`src/rtl/smpcnt_timer_irq.sv`:
```
module smpcnt_timer_irq #(
  parameter int CNT_W = 16,
  parameter int DIV_A = 245,
  parameter int DIV_B = 168
) (
  input  logic       clk,
  input  logic       rst_n,
  input  logic       wr_en,
  input  logic [3:0] addr,
  input  logic [7:0] wr_data,
  output logic [7:0] rd_data,
  input  logic       play_stb,
  input  logic       cap_stb,
  input  logic       play_urun,
  input  logic       cap_orun,
  input  logic       clk_sel,
  output logic       irq,
  output logic       int_sum
);
  localparam int HI_W    = CNT_W - 8;
  localparam int DIV_MAX = (DIV_A > DIV_B) ? DIV_A : DIV_B;
  localparam int PRE_W   = $clog2(DIV_MAX);
  localparam logic [3:0] A_PLO = 4'd0, A_PHI = 4'd1, A_CLO = 4'd2, A_CHI = 4'd3,
                         A_TLO = 4'd4, A_THI = 4'd5, A_CTL = 4'd6, A_FLG = 4'd7,
                         A_STA = 4'd8;

  logic [CNT_W-1:0] play_base, cap_base, tmr_base;
  logic [CNT_W-1:0] play_cnt, cap_cnt, tmr_cnt;
  logic [PRE_W-1:0] pre;
  logic [2:0]       ctrl;
  logic [4:0]       flags;

  wire irq_en = ctrl[0];
  wire single = ctrl[1];
  wire tmr_en = ctrl[2];

  wire wr_phi = wr_en && addr == A_PHI;
  wire wr_chi = wr_en && addr == A_CHI;
  wire wr_thi = wr_en && addr == A_THI;
  wire wr_flg = wr_en && addr == A_FLG;
  wire wr_sta = wr_en && addr == A_STA;

  wire play_dec  = play_stb || (single && cap_stb);
  wire cap_dec   = cap_stb && !single;
  wire play_roll = play_dec && play_cnt == '0;
  wire cap_roll  = cap_dec && cap_cnt == '0;

  wire [PRE_W-1:0] lim_m1 = clk_sel ? PRE_W'(DIV_B - 1) : PRE_W'(DIV_A - 1);
  wire tick     = tmr_en && pre >= lim_m1;
  wire tmr_roll = tick && tmr_cnt == '0;

  always_ff @(posedge clk) begin
    if (!rst_n) begin
      play_base <= '0;
      cap_base  <= '0;
      tmr_base  <= '0;
      ctrl      <= '0;
    end else if (wr_en) begin
      case (addr)
        A_PLO: play_base[7:0]       <= wr_data;
        A_PHI: play_base[CNT_W-1:8] <= wr_data[HI_W-1:0];
        A_CLO: cap_base[7:0]        <= wr_data;
        A_CHI: cap_base[CNT_W-1:8]  <= wr_data[HI_W-1:0];
        A_TLO: tmr_base[7:0]        <= wr_data;
        A_THI: tmr_base[CNT_W-1:8]  <= wr_data[HI_W-1:0];
        A_CTL: ctrl                 <= wr_data[2:0];
        default: ;
      endcase
    end
  end

  always_ff @(posedge clk) begin
    if (!rst_n)        play_cnt <= '0;
    else if (wr_phi)   play_cnt <= {wr_data[HI_W-1:0], play_base[7:0]};
    else if (play_dec) play_cnt <= play_roll ? play_base : play_cnt - 1'b1;
  end

  always_ff @(posedge clk) begin
    if (!rst_n)       cap_cnt <= '0;
    else if (wr_chi)  cap_cnt <= {wr_data[HI_W-1:0], cap_base[7:0]};
    else if (cap_dec) cap_cnt <= cap_roll ? cap_base : cap_cnt - 1'b1;
  end

  always_ff @(posedge clk) begin
    if (!rst_n || !tmr_en) pre <= '0;
    else if (tick)         pre <= '0;
    else                   pre <= pre + 1'b1;
  end

  always_ff @(posedge clk) begin
    if (!rst_n)      tmr_cnt <= '0;
    else if (wr_thi) tmr_cnt <= {wr_data[HI_W-1:0], tmr_base[7:0]};
    else if (tick)   tmr_cnt <= tmr_roll ? tmr_base : tmr_cnt - 1'b1;
  end

  wire [4:0] f_set = {cap_orun, play_urun, tmr_roll, cap_roll, play_roll};
  wire [4:0] f_clr = ({5{wr_flg}} & ~wr_data[4:0]) | {2'b00, {3{wr_sta}}};

  always_ff @(posedge clk) begin
    if (!rst_n) flags <= '0;
    else        flags <= (flags & ~f_clr) | f_set;
  end

  assign int_sum = |flags[2:0];
  assign irq     = irq_en && int_sum;

  always_comb begin
    case (addr)
      A_PLO:   rd_data = play_base[7:0];
      A_PHI:   rd_data = 8'(play_base[CNT_W-1:8]);
      A_CLO:   rd_data = cap_base[7:0];
      A_CHI:   rd_data = 8'(cap_base[CNT_W-1:8]);
      A_TLO:   rd_data = tmr_base[7:0];
      A_THI:   rd_data = 8'(tmr_base[CNT_W-1:8]);
      A_CTL:   rd_data = {5'b0, ctrl};
      A_FLG:   rd_data = {3'b0, flags};
      A_STA:   rd_data = {7'b0, int_sum};
      default: rd_data = 8'h00;
    endcase
  end

  a_r2_reload: assert property (@(posedge clk) disable iff (!rst_n)
    (play_roll && !wr_phi) |=> play_cnt == $past(play_base));
  a_r2_step: assert property (@(posedge clk) disable iff (!rst_n)
    (play_dec && play_cnt != '0 && !wr_phi) |=> play_cnt == $past(play_cnt) - CNT_W'(1));
  a_r3_play_flag: assert property (@(posedge clk) disable iff (!rst_n)
    play_roll |=> flags[0]);
  a_r4_cap_idle: assert property (@(posedge clk) disable iff (!rst_n)
    (single && !wr_chi) |=> $stable(cap_cnt));
  a_r6_pre_bound: assert property (@(posedge clk) disable iff (!rst_n)
    pre <= PRE_W'(DIV_MAX - 1));
  a_r7_keeps_running: assert property (@(posedge clk) disable iff (!rst_n)
    (tick && tmr_cnt != '0 && flags[2] && !wr_thi) |=> tmr_cnt == $past(tmr_cnt) - CNT_W'(1));
  a_r8_status_clear: assert property (@(posedge clk) disable iff (!rst_n)
    (wr_sta && !play_roll && !cap_roll && !tmr_roll) |=> flags[2:0] == 3'b000);
  a_r10_set_wins: assert property (@(posedge clk) disable iff (!rst_n)
    (tmr_roll && (wr_sta || wr_flg)) |=> flags[2]);
endmodule

```
`config.mk`:
```
export PLATFORM = sky130hd
export DESIGN_NAME = smpcnt_timer_irq
export DESIGN_NICKNAME = d
export VERILOG_FILES = /design/src/rtl/smpcnt_timer_irq.sv
export SDC_FILE = /design/constraint.sdc
export NUM_CORES = 1
export LEC_CHECK = 0
export CAP_MARGIN = 0
export CORE_ASPECT_RATIO = 1.25
export CORE_MARGIN = 2
export CORE_UTILIZATION = 58
export DETAILED_ROUTE_END_ITERATION = 10
export DONT_BUFFER_PORTS = 1
export GPL_TIMING_DRIVEN = 0
export PLACE_DENSITY_LB_ADDON = 0.12
export SETUP_SLACK_MARGIN = 0.5
export SYNTH_ARGS = -nofsm -noshare
export SYNTH_HDL_FRONTEND = slang
export SYNTH_SLANG_ARGS = --single-unit
```
`constraint.sdc`:
```
create_clock -name clk -period 3.1 [get_ports clk]
set_input_delay 0.31 -clock clk [delete_from_list [all_inputs] [get_ports clk]]
set_output_delay 0.31 -clock clk [all_outputs]
set_load 0.01 [all_outputs]
```
==> reports/qor_table.md <==
| Parameter | This run | Unit |
|:---|:---|:---|
| Worst path required time | 2790 | ps |
| Worst-path clk slew | 70 | ps |
| Outcome | finished, final reports clean | - |
| Count of port buffers added during placement | 0 | - |
| Kind of end point of the critical path | output port | - |
| Highest clock rate | 0.401 | GHz |
| Wire length of the first global-routing pass | 30,600 | um |
| Final slew viol count | 0 | - |
| Average cell area after synthesis | 7.51 | um2 |
| Via density | 6.63 | - |
| Number of buffers inserted to repair setup after CTS | 0 | - |
| Worst-path cell with the longest stage delay | o311ai_0 | - |
| Total leakage power | 2.24 | nW |
| DRT Pass-1 Iters | 8 | - |
| Fin nets | 858 | - |
| Max FO, Critical Path | 10 | - |
| Clock tree from TritonCTS | built | - |
| Effective utilization at floorplan | 60.0 | % |
| Die Ht | 119 | um |
| Total Die Area | 0.0114 | mm2 |
| Antenna violations before repair | 0 | - |
| Area of combinational cells with multiple inputs | 0.00365 | mm2 |
| Critical Path Start Type | primary input | - |
| Combined flip-flop and latch cell area | 0.00224 | mm2 |
| Mapped Area | 0.00613 | mm2 |
| Leading cell types in the layout, fill and taps excluded | 126 x nand2_1, 112 x dfxtp_1, 93 x a21oi_1 | - |
| Filler cell count in the final layout | 970 | - |
| Number of flops mapped to enable cells by yosys | 0 | - |
| Clk_lat worst skew | 360 | ps |
| Post-synth ARST share | 0 | % |
| Maximum vdd ir drop | 0.458 | mV |
| CP max stage delay | 820 | ps |
| Routability congestion estimate from global placement | 0.992 | - |
| Layout cell share with drive strength beyond 1 | 5.29 | % |
| Total I/O pin count | 30 | - |
| Final setup viols | 0 | - |
| Setup repair after global routing missed its margin | yes | - |
| Placement-stage cell area | 0.00629 | mm2 |
| Area grow syn2layout | 7.41 | % |
| Final standard cell area without fillers | 0.00658 | mm2 |
| Total instance count after detailed placement | 945 | - |
| Cell chain of the critical path | clkbuf_1, clkbuf_1, and3b_1, a21oi_1, o311ai_0 | - |
| Worst clock skew | 6.39 | ps |
| Hold violation total from the final report | 0 | - |
| Buffering stage count on the worst path with inverters included | 2 | - |
| Sequential-to-total area share from yosys stat | 36.6 | % |
| Fin crit share | 80.4 | % |
| Yosys cell types | 69 | - |
| Overall power | 4.52 | mW |
| Most common library cell in the layout ignoring fill and taps | nand2_1 | - |
| Number of buffers added by the clock tree synthesis step | 9 | - |
| Most numerous cell on the critical path | clkbuf_1 | - |
| Count of nets left with antenna violations after detail routing | 0 | - |
| Tightest slew margin relative to the limit | 33.2 | % |
| Clock net sink count | 112 | - |
| Final core occ | 64.5 | % |
| Post-Syn Nets | 847 | - |
| Top cell family by delay on the critical path | compound AO/OA/AOI/OAI gates | - |
| Number of core rows | 41 | - |
| Class of the worst hold path | primary input to register | - |
| Count of state elements after synthesis | 112 | - |
| Cell area power density | 687 | mW/mm2 |
| Detailed-route wire length per cell | 20.8 | um |
| TNS Setup | 0 | ps |
| Number of remaining DRC errors | 0 | - |
| Global-route usage over all layers | 35.2 | % |
| Worst Path Class, Setup | primary input to output port | - |
| Vias in the first global route | 5,794 | - |
| Number of antenna cells inserted | 0 | - |
| Sum of overflow across all layers after global routing | 0 | - |
| Least-Margin Pin Slew | 990 | ps |
| Maximum number of pins on one net before global-route repair | 18 | - |
| Core region area | 0.0102 | mm2 |
| DR iter-0 viols | 644 | - |
| Final routed wirelength across all metal layers | 20,000 | um |
| Period minus WS final | 2490 | ps |
| Depth of the CTS H-tree | 3 | - |
| Die width | 95.9 | um |
| Overall via count from detail_route | 6,367 | - |
| Clk root buf | clkbuf_16 | - |
| Maximum number of buffers from clock root to sink | 2 | - |
| Maximum capacitance violations | 0 | - |
| HPWL after detailed placement | 14,700 | um |
| Fin cells | 961 | - |
| Synth warn | 0 | - |
| Data arrival time of the worst path | 2180 | ps |
| Most instantiated flip-flop cell in the synthesis netlist | dfxtp_1 | - |
| Gate count of the mapped netlist | 816 | - |
final cells by class:
class	instances	area share [%]
plain buffers	50	3.06
multi-input cells	637	55.4
flip-flops and latches	112	34.1
well taps	129	2.45
inverters	17	0.970
clock inverters	5	0.494
clock buffers	11	3.54
through the flow:
| stage | setup WS [ps] | hold slack, ps |
|---|---|---|
| 2_1_floorplan | 948 | 439 |
| 3_3_place_gp | 474 | 444 |
| 3_5_place_dp | 435 | 456 |
| 4_1_cts | 565 | 84.8 |
| 5_1_grt | 463 | 93.2 |
| 6_report | 607 | 81.7 |
worst paths after layout:
path,slack (ps),cells after the start,start,to
setup / recovery,610,5,addr[2],rd_data[5]
hold / removal,80,2,play_urun,flags[3]$_SDFF_PN0_
setup reg to reg,710,8,cap_cnt[5]$_SDFFE_PN0P_,cap_cnt[3]$_SDFFE_PN0P_
hold reg to reg,480,2,tmr_base[3]$_SDFFE_PN0P_,tmr_base[3]$_SDFFE_PN0P_
routing by layer:
layer / wire (um) / vias up / part of all wire [%] / global-route usage, %
met5: 0 / - / 0 / 0
met4: 1090 / 0 / 5.5 / 19.5
met3: 1670 / 83 / 8.4 / 6.89
met2: 9400 / 313 / 47 / 56.6
met1: 7780 / 2984 / 39 / 43.4
li1: - / 2987 / - / -
cells in the mapped netlist (6+ instances only):
cell type | count | share of area (%)
nand2_1 | 126 | 7.7
ha_1 | 11 | 2.2
a21oi_1 | 93 | 7.6
dfxtp_1 | 112 | 37
o22ai_1 | 7 | 0.71
nor2_1 | 66 | 4.0
mux2_2 | 7 | 1.3
a22oi_1 | 9 | 1.1
nand4_1 | 8 | 0.82
nor2b_1 | 10 | 1.0
mux2i_1 | 10 | 1.6
a31oi_1 | 8 | 0.82
nor3_1 | 31 | 2.5
nand3_1 | 62 | 5.1
xnor2_1 | 7 | 1.0
clkbuf_1 | 45 | 2.8
or3_1 | 6 | 0.61
nor4_1 | 15 | 1.5
o211ai_1 | 8 | 0.98
inv_1 | 16 | 0.98
o21ai_0 | 55 | 4.5
kinds of logic (layout without fill, tap and decap cells):
kind of cell | count (synthesis) | after routing | synth area share (%)
multiplexers | 20 | 20 | 4.02
flip-flops | 112 | 112 | 36.6
AND/OR/NAND/NOR | 358 | 358 | 27.7
AO/OA/AOI/OAI | 236 | 236 | 23.4
adder cells (fa/ha/maj) | 11 | 11 | 2.25
XOR/XNOR | 12 | 12 | 1.72
buffers and inverters | 67 | 83 | 4.27
timing repair:
item,in CTS,in global routing
hold buffers,0,0
endpoints found under the setup margin,3,17
resized for setup,1,8
pin swaps,0,0
flip-flops by register name, summed over array words and instances (netlist names):
| name | flops |
|---|---|
| cap_cnt | 16 |
| tmr_cnt | 16 |
| play_base | 16 |
| tmr_base | 16 |
| flags | 5 |
| play_cnt | 16 |
| cap_base | 16 |
| pre | 8 |
| ctrl | 3 |
worst register-to-register path, cell delays in order (launching register included):
cell and delay (ps):
dfxtp_1 380, or4_1 530, buf_2 170, nand2b_4 140, buf_6 150, nor3_2 450
nor2_1 130, a21oi_1 240, nor3_1 100
power by group:
| group | total (mW) | internal, mW | switching (mW) |
|---|---|---|---|
| logic | 1.61 | 0.659 | 0.950 |
| clock network | 1.09 | 0.547 | 0.547 |
| registers | 1.82 | 1.61 | 0.212 |
| total | 4.52 | 2.81 | 1.71 |
(Power assumes the default switching activity.)
